## config.mk

```make
export PLATFORM = sky130hd
export DESIGN_NAME = dmx_chan
export DESIGN_NICKNAME = d
export VERILOG_FILES = /design/src/rtl/dmx_pkg.sv /design/src/rtl/dmx_cfg_chk.sv /design/src/rtl/dmx_lane.sv /design/src/rtl/dmx_chan.sv
export SDC_FILE = /design/constraint.sdc
export NUM_CORES = 1
export LEC_CHECK = 0
export ABC_AREA = 1
export BUFFER_PORTS_ARGS = -buffer_cell sky130_fd_sc_hd__buf_2
export CORE_MARGIN = 2
export CORE_UTILIZATION = 50
export CTS_BUF_LIST = sky130_fd_sc_hd__clkbuf_8 sky130_fd_sc_hd__clkbuf_16
export DETAILED_ROUTE_END_ITERATION = 12
export MAX_ROUTING_LAYER = met4
export PLACE_DENSITY = 0.73
export RECOVER_POWER = 100
export SLEW_MARGIN = 5
export SYNTH_ARGS = -nofsm -noshare
export SYNTH_HDL_FRONTEND = slang
export SYNTH_SLANG_ARGS = --single-unit
```

## constraint.sdc

```tcl
create_clock -name clk -period 5.6 [get_ports clk]
set_input_delay 1.12 -clock clk [delete_from_list [all_inputs] [get_ports clk]]
set_output_delay 1.12 -clock clk [all_outputs]
set_load 0.005 [all_outputs]
```

## src/rtl/dmx_pkg.sv

```systemverilog
package dmx_pkg;
    typedef enum logic [2:0] {ST_IDLE, ST_WAIT, ST_RD, ST_WR, ST_XF} dmx_state_e;

    localparam logic [2:0] SEL_SRC = 3'd0;
    localparam logic [2:0] SEL_DST = 3'd1;
    localparam logic [2:0] SEL_CNT = 3'd2;
    localparam logic [2:0] SEL_CTL = 3'd3;
    localparam logic [2:0] SEL_STS = 3'd4;

    localparam int CTL_W    = 12;
    localparam int C_GO     = 0;
    localparam int C_REQEN  = 1;
    localparam int C_STEAL  = 2;
    localparam int C_SINGLE = 3;
    localparam int C_TOIO   = 4;
    localparam int C_SINC   = 5;
    localparam int C_DINC   = 6;
    localparam int C_SSZ    = 7;
    localparam int C_DSZ    = 9;
    localparam int C_IE     = 11;

    // size code to bytes; 0 marks an unsupported code
    function automatic logic [2:0] unit_bytes(input logic [1:0] code);
        case (code)
            2'd0:    unit_bytes = 3'd4;
            2'd1:    unit_bytes = 3'd1;
            2'd2:    unit_bytes = 3'd2;
            default: unit_bytes = 3'd0;
        endcase
    endfunction

    function automatic logic [3:0] lane_mask(input logic [2:0] nbytes, input logic [1:0] lo);
        logic [3:0] base;
        base = (nbytes == 3'd4) ? 4'hF : (nbytes == 3'd2) ? 4'h3 : (nbytes == 3'd1) ? 4'h1 : 4'h0;
        lane_mask = base << lo;
    endfunction
endpackage

```

## src/rtl/dmx_cfg_chk.sv

```systemverilog
module dmx_cfg_chk
    import dmx_pkg::*;
#(
    parameter int CW = 16
) (
    input  logic [1:0]    ssz,
    input  logic [1:0]    dsz,
    input  logic          single,
    input  logic          toio,
    input  logic [1:0]    src_lo,
    input  logic [1:0]    dst_lo,
    input  logic [CW-1:0] cnt,
    output logic          bad
);
    logic [2:0] nb;
    logic [1:0] amask;
    logic       use_src, use_dst;

    always_comb begin
        nb      = unit_bytes(ssz);
        amask   = 2'(nb - 3'd1);
        use_src = !single || toio;
        use_dst = !single || !toio;
        bad = (nb == 3'd0)
            || (!single && (dsz != ssz))
            || (cnt == '0)
            || ((cnt[1:0] & amask) != 2'd0)
            || (use_src && ((src_lo & amask) != 2'd0))
            || (use_dst && ((dst_lo & amask) != 2'd0));
    end
endmodule

```

## src/rtl/dmx_lane.sv

```systemverilog
module dmx_lane
    import dmx_pkg::*;
(
    input  logic [31:0] word,
    input  logic [1:0]  src_lo,
    input  logic [1:0]  dst_lo,
    input  logic [2:0]  nbytes,
    output logic [31:0] placed,
    output logic [3:0]  be
);
    logic [31:0] shifted, keep;

    always_comb begin
        shifted = word >> {src_lo, 3'b000};
        keep    = (nbytes == 3'd4) ? 32'hFFFF_FFFF : (nbytes == 3'd2) ? 32'h0000_FFFF : 32'h0000_00FF;
        placed  = (shifted & keep) << {dst_lo, 3'b000};
        be      = lane_mask(nbytes, dst_lo);
    end
endmodule

```

## src/rtl/dmx_chan.sv

```systemverilog
module dmx_chan
    import dmx_pkg::*;
#(
    parameter int AW = 32,
    parameter int CW = 16
) (
    input  logic          clk,
    input  logic          rst_n,
    input  logic          reg_we,
    input  logic [2:0]    reg_sel,
    input  logic [31:0]   reg_wdata,
    output logic [31:0]   reg_rdata,
    input  logic          dreq,
    output logic          bus_req,
    output logic          bus_we,
    output logic [AW-1:0] bus_addr,
    output logic [31:0]   bus_wdata,
    output logic [3:0]    bus_be,
    input  logic [31:0]   bus_rdata,
    input  logic          bus_ack,
    output logic          irq
);
    typedef struct packed {
        dmx_state_e        st;
        logic [AW-1:0]     src;
        logic [AW-1:0]     dst;
        logic [CW-1:0]     cnt;
        logic [CTL_W-1:1]  ctl;
        logic              done;
        logic              err;
        logic              pend;
        logic              dreq_q;
        logic [31:0]       hold;
    } chan_t;

    chan_t q, d;

    logic        cfg_bad, req_edge, busy, last, abort_w;
    logic [2:0]  nb;
    logic [31:0] lane_data;
    logic [3:0]  lane_be;
    logic [AW-1:0] xf_addr;

    dmx_cfg_chk #(.CW(CW)) u_cfg (
        .ssz    (reg_wdata[C_SSZ +: 2]),
        .dsz    (reg_wdata[C_DSZ +: 2]),
        .single (reg_wdata[C_SINGLE]),
        .toio   (reg_wdata[C_TOIO]),
        .src_lo (q.src[1:0]),
        .dst_lo (q.dst[1:0]),
        .cnt    (q.cnt),
        .bad    (cfg_bad)
    );

    dmx_lane u_lane (
        .word   (q.hold),
        .src_lo (q.src[1:0]),
        .dst_lo (q.dst[1:0]),
        .nbytes (nb),
        .placed (lane_data),
        .be     (lane_be)
    );

    always_comb begin
        d        = q;
        d.dreq_q = dreq;
        busy     = (q.st != ST_IDLE);
        nb       = unit_bytes(q.ctl[C_SSZ +: 2]);
        last     = (q.cnt == CW'(nb));
        req_edge = dreq && !q.dreq_q && q.ctl[C_REQEN];
        abort_w  = reg_we && (reg_sel == SEL_STS) && reg_wdata[0];

        if (req_edge && busy) d.pend = 1'b1;

        // transfer sequencer
        case (q.st)
            ST_WAIT: if (q.pend || req_edge) begin
                d.pend = 1'b0;
                d.st   = q.ctl[C_SINGLE] ? ST_XF : ST_RD;
            end
            ST_RD: if (bus_ack) begin
                d.hold = bus_rdata;
                d.st   = ST_WR;
            end
            ST_WR, ST_XF: if (bus_ack) begin
                d.src = q.src + (q.ctl[C_SINC] ? AW'(nb) : '0);
                d.dst = q.dst + (q.ctl[C_DINC] ? AW'(nb) : '0);
                d.cnt = q.cnt - CW'(nb);
                if (last) begin
                    d.done = 1'b1;
                    d.pend = 1'b0;
                    d.st   = ST_IDLE;
                end else if (q.ctl[C_STEAL] && q.ctl[C_REQEN]) begin
                    d.st = ST_WAIT;
                end else begin
                    d.st = q.ctl[C_SINGLE] ? ST_XF : ST_RD;
                end
            end
            default: ;
        endcase

        // register bank
        if (reg_we) begin
            case (reg_sel)
                SEL_SRC: if (!busy) d.src = reg_wdata[AW-1:0];
                SEL_DST: if (!busy) d.dst = reg_wdata[AW-1:0];
                SEL_CNT: if (!busy) d.cnt = reg_wdata[CW-1:0];
                SEL_CTL: begin
                    if (busy) begin
                        d.ctl[C_REQEN] = reg_wdata[C_REQEN];
                    end else begin
                        d.ctl = reg_wdata[CTL_W-1:1];
                        if (reg_wdata[C_GO]) begin
                            d.done = 1'b0;
                            d.pend = 1'b0;
                            if (cfg_bad) begin
                                d.err = 1'b1;
                            end else begin
                                d.err = 1'b0;
                                d.st  = reg_wdata[C_REQEN] ? ST_WAIT :
                                        (reg_wdata[C_SINGLE] ? ST_XF : ST_RD);
                            end
                        end
                    end
                end
                SEL_STS: if (reg_wdata[0]) begin
                    d.done = 1'b0;
                    d.err  = 1'b0;
                    d.pend = 1'b0;
                    d.st   = ST_IDLE;
                end
                default: ;
            endcase
        end
    end

    always_ff @(posedge clk) begin
        if (!rst_n) q <= '0;
        else        q <= d;
    end

    always_comb begin
        xf_addr   = q.ctl[C_TOIO] ? q.src : q.dst;
        bus_req   = 1'b0;
        bus_we    = 1'b0;
        bus_addr  = '0;
        bus_wdata = '0;
        bus_be    = '0;
        case (q.st)
            ST_RD: begin
                bus_req  = 1'b1;
                bus_addr = q.src;
                bus_be   = lane_mask(nb, q.src[1:0]);
            end
            ST_WR: begin
                bus_req   = 1'b1;
                bus_we    = 1'b1;
                bus_addr  = q.dst;
                bus_wdata = lane_data;
                bus_be    = lane_be;
            end
            ST_XF: begin
                bus_req  = 1'b1;
                bus_we   = !q.ctl[C_TOIO];
                bus_addr = xf_addr;
                bus_be   = lane_mask(nb, xf_addr[1:0]);
            end
            default: ;
        endcase
        irq = q.done && q.ctl[C_IE];
    end

    always_comb begin
        case (reg_sel)
            SEL_SRC: reg_rdata = 32'(q.src);
            SEL_DST: reg_rdata = 32'(q.dst);
            SEL_CNT: reg_rdata = 32'(q.cnt);
            SEL_CTL: reg_rdata = 32'({q.ctl, 1'b0});
            SEL_STS: reg_rdata = {29'd0, q.err, busy, q.done};
            default: reg_rdata = '0;
        endcase
    end

    assert_addr_held_R14: assert property (@(posedge clk) disable iff (!rst_n)
        (bus_req && !bus_ack && !abort_w) |=> (bus_req && $stable(bus_addr) && $stable(bus_we)));

    assert_write_after_read_R2: assert property (@(posedge clk) disable iff (!rst_n)
        (bus_req && bus_we && !q.ctl[C_SINGLE] && !$past(bus_req && bus_we)) |-> $past(bus_ack && !bus_we));

    assert_done_after_ack_R4: assert property (@(posedge clk) disable iff (!rst_n)
        $rose(q.done) |-> $past(bus_ack));

    assert_count_no_rise_R13: assert property (@(posedge clk) disable iff (!rst_n)
        (busy && $past(busy)) |-> (q.cnt <= $past(q.cnt)));

    assert_lane_width_R3: assert property (@(posedge clk) disable iff (!rst_n)
        bus_req |-> ($countones(bus_be) == 1 || $countones(bus_be) == 2 || $countones(bus_be) == 4));

    assert_err_idle_R12: assert property (@(posedge clk) disable iff (!rst_n)
        q.err |-> !bus_req);
endmodule

```

After elaboration in Yosys (flattened, before gate mapping)
Cells that the tools add are included.
{"block": "word_totals", "regBits": 130, "latch_bits": 0, "ramBits": 0, "mem_bits_ro": 0, "in_bits": 72, "output_inout_bits": 103, "word_cells": 134, "n_memories": 0}
{"block": "op_classes", "add_sub_neg": 4, "mul": 0, "div_mod_pow": 0, "order_cmp": 0, "n_eq_ne": 20, "shift": 5, "mux": 53, "n_bitwise": 5, "n_reduce_logical": 36}
{"cell": "$mux 32", "n": 7}
{"cell": "$pmux 32 s5", "n": 1}
{"cell": "$mux 97", "n": 1}
{"cell": "$pmux 32 s3", "n": 1}
{"cell": "$mux 83", "n": 1}
{"cell": "$mux 80", "n": 1}
{"cell": "$add 32x3->32", "n": 2}
{"cell": "$mux 16", "n": 3}
{"cell": "$mux 3", "n": 16}
{"cell": "$and 32x32->32", "n": 1}
{"cell": "$shl 32x5->32", "n": 1}
{"cell": "$shr 32x5->32", "n": 1}
{"cell": "$pmux 3 s3", "n": 3}
{"cell": "$eq 16x3->1", "n": 1}
{"cell": "$logic_not 16->1", "n": 1}
{"cell": "$sub 16x3->16", "n": 1}
{"cell": "$eq 3x2->1 const B", "n": 5}
{"cell": "$pmux 3 s2", "n": 2}
{"cell": "$pmux 4 s3", "n": 1}
{"cell": "$shl 4x2->4", "n": 3}
{"cell": "$mux 11", "n": 1}
{"cell": "$mux 1", "n": 10}
{"cell": "$mux 10", "n": 1}
{"cell": "$eq 3x1->1 const B", "n": 3}
{"cell": "22 further kinds", "n": 55}

Longest topological paths before layout
{"block": "logic_depth", "word_depth": 13, "mapped_depth": 16, "depth_no_buf": 16}

By module
A second synthesis with hierarchy kept.
{"block": "hier_totals", "hier_cells": 1722, "hier_area_um2": 10176.0}
{"module": "dmx_chan", "n_inst": 1, "cells_each": 1374, "area_each_um2": 8526.9, "seq_area_each_um2": 2602.5}
{"module": "dmx_lane", "n_inst": 1, "cells_each": 301, "area_each_um2": 1451.4, "seq_area_each_um2": 0.0}
{"module": "dmx_cfg_chk", "n_inst": 1, "cells_each": 47, "area_each_um2": 197.7, "seq_area_each_um2": 0.0}

Worst setup path after synthesis
No wires, ideal clock.
{"block": "synth_path", "kind": "input -> output", "startpoint": "input port reg_sel[0]", "endpoint": "output port reg_rdata[1]", "t_arrival_ps": 1958, "setup_slack_ps": 2522, "cell_stages": 6, "path_buffers": 1, "path_cell_list": "inv_1 -> nand3_1 -> inv_1 -> clkbuf_1 -> nand2_1 -> o2111ai_1"}
{"block": "synth_between", "elab_chain_len": 2}
{"item": "start: declaration", "line": "dmx_chan.sv:10", "source": "input logic [2:0] reg_sel,"}
{"item": "$eq 3x3->1, or another cell as far along", "line": "dmx_chan.sv:174", "source": "case (reg_sel)"}
{"item": "$pmux 32 s5 *", "line": "dmx_chan.sv:174"}
{"item": "end: declaration", "line": "dmx_chan.sv:12", "source": "output logic [31:0] reg_rdata,"}
Mark *: on every way between the ends. The rest lies on a longest branch, timed or not.

Worst setup path in the final report
{"block": "layout_path", "startpoint": "input port reg_sel[1]", "endpoint": "register q[116] (netlist bit)"}
{"block": "layout_between", "elab_chain_len": 3}
{"item": "$logic_not 3->1", "line": "dmx_chan.sv:104", "source": "case (reg_sel)"}
{"item": "$mux 32", "line": "dmx_chan.sv:104"}
{"item": "$mux 97", "line": "dmx_chan.sv:103", "source": "if (reg_we) begin"}
{"item": "end signal: assignment", "line": "dmx_chan.sv:138", "source": "if (!rst_n) q <= '0;"}
{"item": "end signal: assignment", "line": "dmx_chan.sv:139", "source": "else q <= d;"}
{"item": "end: declaration", "line": "dmx_chan.sv:36", "source": "chan_t q, d;"}
Every way passes these cells.
A chain may end at the register's enable or synchronous reset.

==> metrics.md <==
| Metric | Value |
|---|---|
| Status | `finished with violations` |
| Violated checks | `capacitance limit, slew limit` |
| CTS Hold Bufs | `0` |
| Vias in the first global route | `10.5k` |
| Post-Syn Area per Cell | `5.97 um^2` |
| Most frequent cell after synthesis | `nand2_1` |
| Final worst path period share | `85.3%` |
| Synthesized area | `9450 um^2` |
| Routed len/inst | `19.0 um` |
| TritonCTS clock tree | `built` |
| Full die area | `20000 um^2` |
| # IOs | `175` |
| DRC | `0` |
| LEAKAGE | `4.81 nW` |
| #FFs+latches synth | `130` |
| Slew HR | `-160%` |
| Placed Area | `10400 um^2` |
| Top Registers | `q x130` |
| Worst-path clk slew | `0.06 ns` |
| Hold EP | `q[34]` |
| Clock latency on the worst-skew pair | `0.43 ns` |
| Top post-synthesis cells by area | `dfxtp_1 (28%), nand2_1 (13%), inv_1 (8.1%)` |
| Final hold slack | `0.499 ns` |
| Post-synth EDFFs | `0` |
| Hold depth | `2` |
| CP Data Arrival Time | `5.09 ns` |
| Die H | `141 um` |
| Share of cells above drive strength 1 | `9.74%` |
| Worst Slack Setup Final | `0.824 ns` |
| Crit Path Max Fanout | `24` |
| Pin count of the biggest net entering global routing | `90` |
| Startpoint types | `input pin` |
| GP Congestion | `1.05` |
| Die W | `141 um` |
| Global-route wire length before repair | `57700 um` |
| Ys flop type | `dfxtp_1` |
| Port bufs | `174` |
| Initial core utilization | `50.7%` |
| Final ANT Viol Nets | `0` |
| Warnings from Yosys | `0` |
| Min-Delay Path Class | `reg2reg` |
| Clock tree buffer depth | `2` |
| Reg2Reg Depth | `9` |
| Vias | `11.6k` |
| Area Growth Syn to Fin | `14.7%` |
| Initial DRC Count | `1394` |
| Worst vdd ir | `0.222 mV` |
| Initial antenna violation count | `1` |
| CTS root buffer | `clkbuf_16` |
| Top reg by flops | `q` |
| GR Overflow Total | `0` |
| Vias per cell | `5.90` |
| Critical path class | `in2reg` |
| Drt pass-1 iters | `6` |
| FP Rows | `50` |
| Post-CTS Resized | `0` |
| MaxCap Viol Count | `2` |
| R2r setup slk | `1.57 ns` |
| Worst r2r dst | `q[90]` |
| Top cells by instance count after synthesis | `nand2_1 (323), inv_1 (205), nor2_1 (199), o21ai_0 (146), dfxtp_1 (130)` |
| Register area share after synthesis | `27.5%` |
| Post-synth ARST share | `0%` |
| RSZ-0062 raised after global routing | `false` |
| Critical Path RT | `5.92 ns` |
| R2R Path Start | `q[128]` |
| CP Capture Type | `register` |
| Sum of negative setup slack | `0 ns` |
| Post-Layout Inst Area | `10800 um^2` |
| # clock sinks | `130` |
| Post-Synthesis Cells | `1584` |
| Total track usage | `37.9%` |
| Period minus WS final | `4.78 ns` |
| DRT Wirelength | `37200 um` |
| Hpwl dp | `27800 um` |
| Worst hold path startpoint | `q[34]` |
| Worst Clk Skew | `0.00992 ns` |
| Cell taking the most area after synthesis | `dfxtp_1` |
| NumNets Final | `1798` |
| Slew Limit Fails | `115` |
| Pre-CTS setup slack | `1.60 ns` |
| Unique cell type count in the Yosys netlist | `44` |
| Final Hold Vio Count | `0` |
| Setup Fix Bufs, Post-CTS | `0` |
| # H-tree levels | `4` |
| Fmax | `209 MHz` |
| Total CTS buffers | `17` |
| Yosys top cell area share | `27.5%` |
| Core footprint | `18600 um^2` |
| Synthesized Nets | `1670` |
| Max FFs per register | `130` |
| Cell Pwr Density | `292 nW/um^2` |
| Final setup fails | `0` |
| Worst-margin pin slew | `3.90 ns` |
cells in the final DEF, fill, tap and decap left out, types with 6 or more instances in the layout:
cell type and n:
a21oi_1 115, o21ai_0 158, nand2_1 323, clkbuf_16 17, inv_1 210, a211oi_1 6
o211ai_1 14, nand4_1 30, a31oi_1 10, o22ai_1 51, nor2_2 6, xor2_1 28
nand3b_1 6, nor3_1 38, dfxtp_1 130, clkbuf_2 29, inv_2 7, ha_1 11
o2111ai_1 8, o221ai_1 6, nand3_1 110, buf_2 77, clkbuf_1 70, nor2_1 203
area by class of cell:
cell class | count | area (um^2)
Multi-Input combinational cell | 1162 | 5710
Antenna cell | 1 | 2.50
Tap cell | 234 | 293
Clock inverter | 13 | 126
Clock buffer | 19 | 453
Sequential cell | 130 | 2600
Inverter | 218 | 818
Timing Repair Buffer | 183 | 838
Fill cell | 1964 | 7800
critical path, stage by stage:
cell      delay, ns
clkbuf_1       0.11
nor2_1         0.15
inv_1          0.05
nor2_1         0.16
clkbuf_1       0.43
inv_1          0.54
nor2_1         0.40
inv_1          0.17
nor2_1         1.30
o21ai_0        0.44
nand2_1        0.14
inv_1          0.07
report_power, final:
group,internal [mW],switching (mW)
registers,1.02,0.133
logic,0.273,0.619
clock network,0.641,0.476
total,1.94,1.23
worst max-delay path by stage:
stage / startpoint / end / slack [ns] / cells after the start
global placement: reg_sel[0] / reg_rdata[2] / 1.73 / 9
finish: reg_sel[1] / q[116] / 0.82 / 12
CTS: q[95] / bus_wdata[26] / 1.34 / 10
floorplan: reg_sel[0] / reg_rdata[1] / 2.52 / 6
global route: reg_sel[1] / q[101] / 0.49 / 14
detailed placement: reg_sel[0] / reg_rdata[2] / 1.60 / 9
routing by layer:
metal	up-vias	GRT usage (%)	wire, um
li1	5515	-	-
met1	5169	48.9	15300
met2	746	57.5	16300
met3	133	6.82	3770
met4	0	18.5	1890
met5	-	-	0
kinds of logic (layout without fill, tap and decap cells):
logic type | Yosys count | in the layout | synth area share [%]
adders and majority gates | 14 | 14 | 2.09
buffers and inverters | 292 | 433 | 11.9
AOI/OAI and AO/OA | 378 | 378 | 22.1
muxes | 1 | 1 | 0.106
and+or+nand+nor | 740 | 740 | 33.6
xor gates and xnor gates | 29 | 29 | 2.69
DFF | 130 | 130 | 27.5
other | 0 | 1 | 0
stage by stage:
step / util [%] / total power [mW] / cells
2_1_floorplan: - / 1.75 / 1584
3_3_place_gp: 55.7 / 2.03 / 1927
3_5_place_dp: 55.7 / 2.04 / 1927
4_1_cts: 58.8 / 3.14 / 1959
5_1_grt: 58.1 / 3.33 / 1960
6_report: 58.1 / 3.17 / 1960
(Power assumes the default switching activity.)
